===== config.mk =====
export PLATFORM = sky130hd
export DESIGN_NAME = mux_latch_xchg
export DESIGN_NICKNAME = d
export VERILOG_FILES = /design/src/rtl/xchg_pkg.sv /design/src/rtl/xchg_latch.sv /design/src/rtl/xchg_drive.sv /design/src/rtl/mux_latch_xchg.sv
export SDC_FILE = /design/constraint.sdc
export NUM_CORES = 1
export LEC_CHECK = 0
export BUFFER_PORTS_ARGS = -buffer_cell sky130_fd_sc_hd__buf_4
export CAP_MARGIN = 20
export CORE_MARGIN = 2
export CORE_UTILIZATION = 35
export DETAILED_ROUTE_END_ITERATION = 12
export HOLD_SLACK_MARGIN = 0.1
export PLACE_DENSITY_LB_ADDON = 0.05
export SLEW_MARGIN = 20
export SYNTH_ARGS = -nofsm -noshare
export SYNTH_HDL_FRONTEND = slang
export SYNTH_HIERARCHICAL = 1
export SYNTH_SLANG_ARGS = --single-unit

===== constraint.sdc =====
create_clock -name clk -period 1.08 [get_ports clk]
set_input_delay 0.054 -clock clk [delete_from_list [all_inputs] [get_ports clk]]
set_output_delay 0.054 -clock clk [all_outputs]
set_load 0.01 [all_outputs]

===== src/rtl/xchg_pkg.sv =====
package xchg_pkg;
  localparam int XCHG_W = 12;
  localparam int N_BANKS = 2;

  typedef enum logic {
    PICK_B1 = 1'b0,
    PICK_B2 = 1'b1
  } bank_pick_e;
endpackage


===== src/rtl/xchg_latch.sv =====
module xchg_latch #(
  parameter int W = 12
) (
  input  logic         clk,
  input  logic         rst_n,
  input  logic         le,
  input  logic [W-1:0] din,
  output logic [W-1:0] dout
);
  logic [W-1:0] held_q;

  always_ff @(posedge clk) begin
    if (!rst_n)  held_q <= '0;
    else if (le) held_q <= din;
  end

  // open latch passes input through in the same cycle
  assign dout = le ? din : held_q;


  hold_stable_chk: assert property (@(posedge clk) disable iff (!rst_n)
    !le |=> (le || $stable(dout)));


  capture_last_chk: assert property (@(posedge clk) disable iff (!rst_n)
    le |=> (le || dout == $past(din)));
endmodule


===== src/rtl/xchg_drive.sv =====
module xchg_drive #(
  parameter int W = 12
) (
  input  logic         rst_n,
  input  logic         oe_n,
  input  logic [W-1:0] val,
  output logic [W-1:0] out,
  output logic         drv
);
  assign drv = rst_n & ~oe_n;
  assign out = drv ? val : '0;
endmodule


===== src/rtl/mux_latch_xchg.sv =====
module mux_latch_xchg
  import xchg_pkg::*;
#(
  parameter int W = XCHG_W
) (
  input  logic         clk,
  input  logic         rst_n,
  input  logic [W-1:0] a_in,
  output logic [W-1:0] a_out,
  output logic         a_drv,
  input  logic [W-1:0] b1_in,
  output logic [W-1:0] b1_out,
  output logic         b1_drv,
  input  logic [W-1:0] b2_in,
  output logic [W-1:0] b2_out,
  output logic         b2_drv,
  input  logic         le_a2b1,
  input  logic         le_a2b2,
  input  logic         le_b12a,
  input  logic         le_b22a,
  input  logic         sel_b2,
  input  logic         oe_a_n,
  input  logic         oe_b1_n,
  input  logic         oe_b2_n
);
  logic [N_BANKS-1:0] le_out, le_back, oe_bank_n;
  logic [W-1:0]       bank_in   [N_BANKS];
  logic [W-1:0]       out_val   [N_BANKS];
  logic [W-1:0]       back_val  [N_BANKS];
  logic [W-1:0]       bank_out  [N_BANKS];
  logic [N_BANKS-1:0] bank_drv;
  logic [W-1:0]       a_val;
  bank_pick_e         pick;

  assign le_out    = {le_a2b2, le_a2b1};
  assign le_back   = {le_b22a, le_b12a};
  assign oe_bank_n = {oe_b2_n, oe_b1_n};
  assign bank_in[0] = b1_in;
  assign bank_in[1] = b2_in;

  for (genvar g = 0; g < N_BANKS; g++) begin : g_bank
    xchg_latch #(.W(W)) u_out_lat (
      .clk(clk), .rst_n(rst_n), .le(le_out[g]), .din(a_in), .dout(out_val[g]));
    xchg_latch #(.W(W)) u_back_lat (
      .clk(clk), .rst_n(rst_n), .le(le_back[g]), .din(bank_in[g]), .dout(back_val[g]));
    xchg_drive #(.W(W)) u_bank_drv (
      .rst_n(rst_n), .oe_n(oe_bank_n[g]), .val(out_val[g]),
      .out(bank_out[g]), .drv(bank_drv[g]));
  end

  assign pick  = bank_pick_e'(sel_b2);
  assign a_val = (pick == PICK_B2) ? back_val[1] : back_val[0];

  xchg_drive #(.W(W)) u_a_drv (
    .rst_n(rst_n), .oe_n(oe_a_n), .val(a_val), .out(a_out), .drv(a_drv));

  assign b1_out = bank_out[0];
  assign b2_out = bank_out[1];
  assign b1_drv = bank_drv[0];
  assign b2_drv = bank_drv[1];


  reset_quiet_chk: assert property (@(posedge clk)
    !rst_n |-> (!a_drv && !b1_drv && !b2_drv));


  pick_b1_chk: assert property (@(posedge clk) disable iff (!rst_n)
    (a_drv && !sel_b2) |-> (a_out == back_val[0]));


  pick_b2_chk: assert property (@(posedge clk) disable iff (!rst_n)
    (a_drv && sel_b2) |-> (a_out == back_val[1]));


  bank_gate_chk: assert property (@(posedge clk) disable iff (!rst_n)
    (b1_drv == !oe_b1_n) && (b2_drv == !oe_b2_n));


  idle_zero_chk: assert property (@(posedge clk) disable iff (!rst_n)
    (!a_drv || a_out == a_val) && (a_drv || a_out == '0));
endmodule


After elaboration in Yosys (flattened, before gate mapping) --
Cells that the tools add are included.
Cells by class: $add $sub $neg 0, $mul 0, divide/modulo/power cells 0, magnitude comparators 0, equality and inequality tests 0, shifts and indexed selects 0, multiplexer cells 8, bitwise logic cells 6, reductions and logical operators 0
Operator list (count):
- 12-bit two-way mux | 8
- 1-bit bitwise AND | 3
- 1-bit inverter | 3
Word-level totals: flip-flop bits (word level) 48, latch bits 0, bits in writable memories 0, memory bits (read-only) 0, input bits 46, memories kept 0

Depth between registers and ports, before layout --
Gate-level depths: netlist (run 1).
depth after elaboration 3, depth in mapped cells 4, depth with buffers taken out 3

Modules after synthesis --
The synthesis (run 1) kept the hierarchy.
By module, submodules not included:
- xchg_latch | instances 4, cells an instance 38, area each 505.5 µm², seq. area each 240.2 µm²
- xchg_drive | instances 3, cells an instance 15, area each 130.1 µm², seq. area each 0.0 µm²
- mux_latch_xchg | instances 1, cells an instance 13, area each 183.9 µm², seq. area each 0.0 µm²

Worst setup path after synthesis (run 1) --
Ideal clock, no wire load.
path kind reg2out, start point reg g_bank[0].u_back_lat.held_q[0], end point out a_out[0], data arrival time 981 ps, slack 45 ps, stages on the path, launching flop included 4, path buffers 0, cell sequence dfxtp_1 > mux2_4 > mux2_4 > and3b_1
RTL lines:
- from (decl) | line xchg_latch.sv:10 | logic [W-1:0] held_q;
- from (signal assigned) | line xchg_latch.sv:14 | else if (le) held_q <= din;
- to (decl) | line mux_latch_xchg.sv:9 | output logic [W-1:0] a_out,

==> metrics list, run 1 <==
- Fin nets: 341
- Count of cell types in the netlist: 10
* Cell Area, Synth: 2596 sq um
* Height of the die: 90.13 microns
- The worst hold path terminates at g_bank[1].u_back_lat/held_q[11]$_SDFF_PN0_.
* Antenna viol nets, final: 0
- After clock tree synthesis, the clock-pin slew on the worst setup and hold paths is 0.08 ns.
* Worst-case clock buffer depth: 2
- Along the worst path, the maximum fanout reaches 2.
* H-tree lvl count: 2
* Final setup vio count: 36
* Delay of the slowest critical-path stage: 0.31 ns
- The number of pins with negative max-slew slack in the final report was 0.
- Average detailed-routed wire length per instance: 13.30 microns
* Maximum number of pins on one net before global-route repair: 30
- The die covers 8123 sq um.
- The min-delay analysis places its worst path in the category primary input to flop.
- Initial standard-cell utilization of the core: 35.99%
- Cell type with the highest aggregate area in the netlist: dfxtp_1
* Critical-path cell list: mux2_4 > mux2_4 > and3b_1 > buf_6
* Post-DP HPWL: 3791 microns
- Routability-driven placement finished with a final weighted congestion of 0.6669.
* IR drop worst, VDD: 0.5748 mV
- Once routing completed, OpenROAD measured the worst setup slack at -0.3898 ns.
- TritonCTS built the clock tree.
- Along the worst hold path, the cell count comes to 3.
* Violated checks: negative setup slack
- For this run, the detailed router's first-pass iteration total came to 4.
- The critical path is of the flop to output pin type.
* Final period utilization: 136.1%
- Remaining max-slew budget at the tightest pin: 84.03%
- HP Start: b2_in[11]
- Global-route congestion overflow total: 0
- For this design the ratio of total power to cell area is 1072 nW/um^2.
- 0 antenna diodes ended up in the layout.
- Number of standard cells after synthesis: 210
* Endpoint of the most critical register-to-register path: g_bank[0].u_back_lat/held_q[0]$_SDFF_PN0_
- Most frequent cell on the critical path: mux2_4
* RSZ-0062 raised after global routing: yes
- Clock tree synthesis inserted a total of 5 buffers.
- Number of placed cells counting well taps: 382
* Worst slack at placement: -0.1807 ns
* Critical R2R Launch: g_bank[0].u_back_lat/held_q[0]$_SDFF_PN0_
- Syn_nets: 256
* Die outline width: 90.13 microns
* Layout-stage area growth over the synthesis result: 36.29%
* DRT Wirelength: 5215 microns
* Total design power: 3793 uW
- The worst setup path is captured at an output pin.
- Number of violations of the max-capacitance limit: 0
* Setup total negative slack: -7.630 ns
- In the final layout, the share of cells above drive strength 1 is 55.29%.
- Most area-consuming cells after synthesis: dfxtp_1, mux2_4, and3b_1
- In this run the clock root is driven by a clkbuf_8.
- The flow ran to the end, but the final reports show violations.
- Number of antenna violations at the first check in global routing: 0
* Number of placement rows: 31
- After detailed routing, the number of remaining DRC violations is 0.
- The share of the Yosys chip area taken by registers is 37.01%.
- Mean post-synth cell area: 12.36 sq um
- The via count of the first global-routing pass was 1842.
- Commonest cells after routing, fill and taps aside: mux2_4, buf_4, dfxtp_1, and2_1
* Number of sinks on the clock net: 48
- Actual transition at the worst max-transition pin: 0.2395 ns
- The first global-routing pass estimated 9204 microns of wire.
- Worst-skew pair later-pin latency: 0.29 ns
- In this run the standard cell core region covers 7214 sq um.
- The count of buffers added on input and output ports is 84.
- In this run the static leakage power is 0.001817 uW.
- Summed over its instances, the top area cell type makes up 37.01% of the synthesized netlist area.
- Global routing usage summed across all routing layers: 13.77%
- For the worst setup path, the data arrival time is 1.42 ns.
- In this run the count of I/O pins placed on the die edge is 85.
- DRC marker count from the first detailed-route iteration: 32
- Number of cells in the finished layout apart from fillers: 392
- Flops & latches, synth: 48
- Derived from the worst setup path, the maximum achievable clock frequency is 680.4 MHz.
* Type of origin of the critical path: flop
- Critical path's slowest cell: dfxtp_1
- The setup check on the worst reg-to-reg path leaves a slack of 0.04 ns.
- The number of cells on the worst reg-to-reg path is 4.
- Between clock sinks in the finished design, the worst skew comes to 0 ns.
* Clock period minus worst slack: 1.470 ns
- In the routed layout, each cell is associated on average with a via count of 4.390.
* Total number of yosys warnings: 6
- Required time reported for the critical path endpoint: 1.03 ns
- Final hold violations: 0
- Via Count: 1721
synthesized netlist by cell type:
cell type / count
nor2b_1: 3
mux2_4: 50
and3b_1: 36
clkbuf_1: 4
buf_6: 8
and2_4: 4
buf_4: 3
dfxtp_1: 48
mux2_2: 10
and2_1: 44
worst max path at each step:
stage | start | to | slack [ns] | cells past startpoint
floorplan | g_bank[0].u_back_lat/held_q[0]$_SDFF_PN0_ | a_out[0] | 0.05 | 3
global placement | le_b12a | a_out[9] | -0.18 | 5
detailed placement | le_b12a | a_out[9] | -0.18 | 5
CTS | g_bank[0].u_back_lat/held_q[2]$_SDFF_PN0_ | a_out[2] | -0.41 | 4
global route | g_bank[0].u_back_lat/held_q[8]$_SDFF_PN0_ | a_out[8] | -0.45 | 4
finish | g_bank[0].u_back_lat/held_q[11]$_SDFF_PN0_ | a_out[11] | -0.39 | 4
per-stage QoR:
stage | instance area, sq um | hold slack (ns) | utilization [%]
floorplan | 2596 | 0.1757 | -
global placement | 3278 | 0.4047 | 45.44
detailed placement | 3278 | 0.4074 | 45.44
CTS | 3520 | 0.09368 | 48.79
global route | 3538 | 0.09712 | 49.05
finish | 3538 | 0.1011 | 49.05
power by group:
part	switching, uW	internal, uW
Sequential	24.8	1870
Combinational	317	611
Clock	548	419
final cells by class:
type | instances | area (sq um)
Multi-Input combinational cell | 147 | 1526
Fill cell | 700 | 3676
Sequential cell | 48 | 960.9
Clock buffer | 5 | 68.82
Timing Repair Buffer | 93 | 858.3
Tap cell | 99 | 123.9
logic make-up (layout without fill, tap and decap cells):
family	after synthesis	in the layout	share of synthesized area [%]
multiplexers	60	60	33.25
AND/OR/NAND/NOR	87	87	24.82
flip-flops	48	48	37.01
buffers and inverters	15	98	4.916
critical path: cells and delay by family, from the launching register on:
family | cells | cell delay (ns)
muxes | 2 | 0.53
and+or+nand+nor | 1 | 0.17
DFF | 1 | 0.31
buffers and inverters | 1 | 0.12
routing by layer:
metal  track usage [%]  up-vias  share of wire, %
met4             4.231        0               1.3
met2             22.06       49                47
met1             17.77      784                45
li1                  -      881                 -
met3             4.275        7               6.4
met5                 0        -                 0
registers in the layout, summed over array words and instances (netlist names):
register / cells
g_bank.u_out_lat/held_q: 24
g_bank.u_back_lat/held_q: 24
repair_timing:
action,CTS,global route
buffers inserted,3,2
setup endpoints to repair,36,36
endpoints found under the hold margin,10,1
gates resized for setup,40,1
Note: power is estimated with default switching activity, not from simulation.
==> run 2, diff against run 1 <==
GPL_TIMING_DRIVEN = 0   (was not set)
==> run 2 against run 1 <==
The run still ends with negative setup slack left. Flip-flop and latch count stayed put. Clock skew did not move. Combinational power rose by 3.1%. Critical path type unchanged. Largest cell class unchanged. Largest power group unchanged.
==> metrics list, run 2 (synthesis results as in run 1) <==
- Die outline width: 90.13 microns (unchanged)
- The worst setup path is captured at an output pin.
- Number of sinks on the clock net: 48 (unchanged)
- The clock slew seen by the registers of the worst setup and hold paths came to 0.08 ns (about the same).
- The die height was 90.13 microns (unchanged).
* Wire length of the first global-routing pass: 9328 microns (+1.3%)
- Layout-stage area growth over the synthesis result: 39.66%
* Number of search-and-repair iterations in the first detailed-routing pass: 4 (unchanged)
- Most frequent cell on the critical path: mux2_4
- The clock latency at the later pin of the worst-skew pair was 0.29 ns (about the same).
- Violated checks: negative setup slack
* Type of origin of the critical path: flop
* H-tree lvl count: 2 (unchanged)
- Setup repair after global routing could not meet its margin everywhere.
- The worst-margin pin slew is 0.4399 ns (+0.2003 ns).
* Number of antenna violations at the first check in global routing: 0 (unchanged)
* Dpl cell area: 3351 sq um (+2.2%)
* Number of fillers in the final layout: 723 (+3.3%)
* Global-route congestion overflow total: 0 (unchanged)
- IR drop worst, VDD: 0.4434 mV (-23%)
* Final cell area excluding filler cells: 3626 sq um (+2.5%)
- The post-detailed-route via-to-cell ratio is 4.328 (-1.4%).
- Leakage power summed over all cells: 0.001860 uW (+2.4%)
- Critical path's slowest cell: dfxtp_1
- Share of layout cells above drive strength 1: 55.56% (+0.27 points)
- The worst register-to-register path begins at g_bank[0].u_back_lat/held_q[4]$_SDFF_PN0_.
* Start-to-end type of the worst setup path: flop to output pin
- The number of violations of the max-capacitance limit came to 0 (unchanged).
- The net switching power is 917.0 uW (+3.1%).
* Status: complete, but fails checks
- Placeable core area: 7214 sq um (unchanged)
- The length in cells of the worst reg-to-reg path is 3 (-1).
* Maximum number of pins on one net before global-route repair: 25 (-17%)
- Leaving out fill and tap cells, the most frequent cells in the layout are mux2_4, buf_4, dfxtp_1, buf_6, and2_1.
* Largest fanout on the critical path: 2 (unchanged)
- The global routing usage summed across all routing layers is 14.09% (+0.32 points).
- Hold-fix buffers, CTS: 0
* Routability Congestion: 0.6536 (-2.0%)
- Post-route worst setup slack: -0.3926 ns (-0.002775 ns)
* Number of placement rows: 31 (unchanged)
- Number of antenna repair diodes: 0 (unchanged)
- Post-DP HPWL: 4099 microns (+8.1%)
- The area of the die came to 8123 sq um (unchanged).
* Hold Crit Endpoint: g_bank[0].u_back_lat/held_q[5]$_SDFF_PN0_
- The remaining routing DRC violations is 0 (unchanged).
- The number of top-level design ports was 85 (unchanged).
* Final period utilization: 136.3% (+0.26 points)
- Critical-path cell list: mux2_4 > mux2_4 > and3b_1 > buf_6
* Final hold violations: 0 (unchanged)
- The power share of the combinational group was 24.3% (-0.2 points).
* Fin nets: 351 (+2.9%)
- Endpoint of the most critical register-to-register path: g_bank[0].u_back_lat/held_q[4]$_SDFF_PN0_
- TritonCTS Buffers: 5 (unchanged)
* Pwr/cell area: 1086 nW/um^2 (+1.4%)
- Peak clock frequency supported by timing: 679.1 MHz (-0.19%)
* Port buffer count: 84 (unchanged)
* Arrival time of the worst setup path: 1.42 ns (about the same)
- Final setup vio count: 36 (unchanged)
- In this run the clock root is driven by a clkbuf_8.
- Via Count: 1753 (+1.9%)
- Hold WC Path Type: primary input to flop
* Post-route clock skew: 0 ns (unchanged)
- DRT Wirelength: 5608 microns (+7.5%)
* Via count of the first global-routing pass: 1827 (-0.81%)
* DRC marker count from the first detailed-route iteration: 19 (-41%)
- The data required time at the worst endpoint is 1.03 ns (about the same).
* Antenna viol nets, final: 0 (unchanged)
* Biggest regs: g_bank.u_back_lat/held_q: 24 flops, g_bank.u_out_lat/held_q: 24 flops
- The stage delay of the slowest cell on the critical path came to 0.31 ns (about the same).
* Clock tree from TritonCTS: built
- The maximum buffer depth of the clock tree came to 2 (unchanged).
* HP Start: b1_in[5]
- Final count of pins violating max slew: 0 (unchanged)
* Initial standard-cell utilization of the core: 35.99% (unchanged)
- Clock period minus worst slack: 1.473 ns (+0.002775 ns)
- Switching power share of the total: 23.28% (-0.18 points)
- Hold Crit Depth: 3 (unchanged)
* Flop pwr share: 48.2% (-1.8 points)
- Post-layout util: 50.26% (+1.2 points)
- The clock network power share was 27.5% (+2.0 points).
* FF-to-FF setup slack: 0.14 ns (+0.10 ns)
- The design internal power came to 3022 uW (+4.1%).
- Average detailed-routed wire length per instance: 13.85 microns (+4.1%)
- Remaining max-slew budget at the tightest pin: 70.68% (-13 points)
==> run 2: through the flow <==
step                total power (uW)  std cells  TNS [ns]  setup slack, ns  hold WS [ns]
finish                          3939        405    -7.649          -0.3926        0.1083
floorplan                       2504        210         0          0.04545        0.1757
global placement                2830        393    -2.020          -0.1927        0.4061
detailed placement              2838        393    -1.999          -0.1949        0.4080
global route                    4140        405    -9.464          -0.4636       0.09695
CTS                             3995        402    -8.217          -0.4057        0.1002
==> run 2: worst max-delay path by stage <==
stage / from / endpoint / slack, ns / cells after the start
after detailed placement: le_b12a / a_out[8] / -0.19 / 6
after global routing: g_bank[0].u_back_lat/held_q[1]$_SDFF_PN0_ / a_out[1] / -0.46 / 4
final: g_bank[1].u_back_lat/held_q[10]$_SDFF_PN0_ / a_out[10] / -0.39 / 4
after CTS: g_bank[1].u_back_lat/held_q[10]$_SDFF_PN0_ / a_out[10] / -0.41 / 4
after global placement: le_b12a / a_out[0] / -0.19 / 6
after floorplan: g_bank[0].u_back_lat/held_q[0]$_SDFF_PN0_ / a_out[0] / 0.05 / 3
==> run 2: metal layers <==
layer,global-route usage [%],routed length [microns],up-vias
met4,3.077,51,0
met5,0,0,-
met1,17.16,2575,797
li1,-,-,902
met2,24.19,2644,49
met3,4.694,337,5
==> run 2: layout make-up <==
type / instances / area, sq um / area share [%]
flip-flops and latches: 48 / 962.2 / 26.54
plain buffers: 15 / 127.6 / 3.520
well taps: 99 / 123.9 / 3.416
multi-input cells: 147 / 1526 / 42.10
clock buffers: 8 / 90.09 / 2.484
repair buffers: 88 / 795.8 / 21.95
==> run 2: power by group through the flow <==
| stage | combinational [uW] | sequential [uW] | clock (uW) |
|---|---|---|---|
| 4_1_cts | 956 | 1900 | 1140 |
| 6_report | 957 | 1900 | 1080 |
| 5_1_grt | 1040 | 1910 | 1190 |
| 3_3_place_gp | 893 | 1940 | 0 |
| 3_5_place_dp | 897 | 1940 | 0 |
| 2_1_floorplan | 570 | 1930 | 0 |
==> run 2: critical path, delay by kind of cell (launching register included) <==
| family | cells | cell delay (ns) |
|---|---|---|
| flops | 1 | 0.31 |
| simple gates | 1 | 0.18 |
| buf+inv | 1 | 0.12 |
| mux | 2 | 0.52 |
==> run 2: what timing repair did <==
item | in CTS | in global routing
setup buffers | 1 | 3
resized for setup | 41 | 1
endpoints found under the setup margin | 36 | 36
hold endpoints to repair | 0 | 3
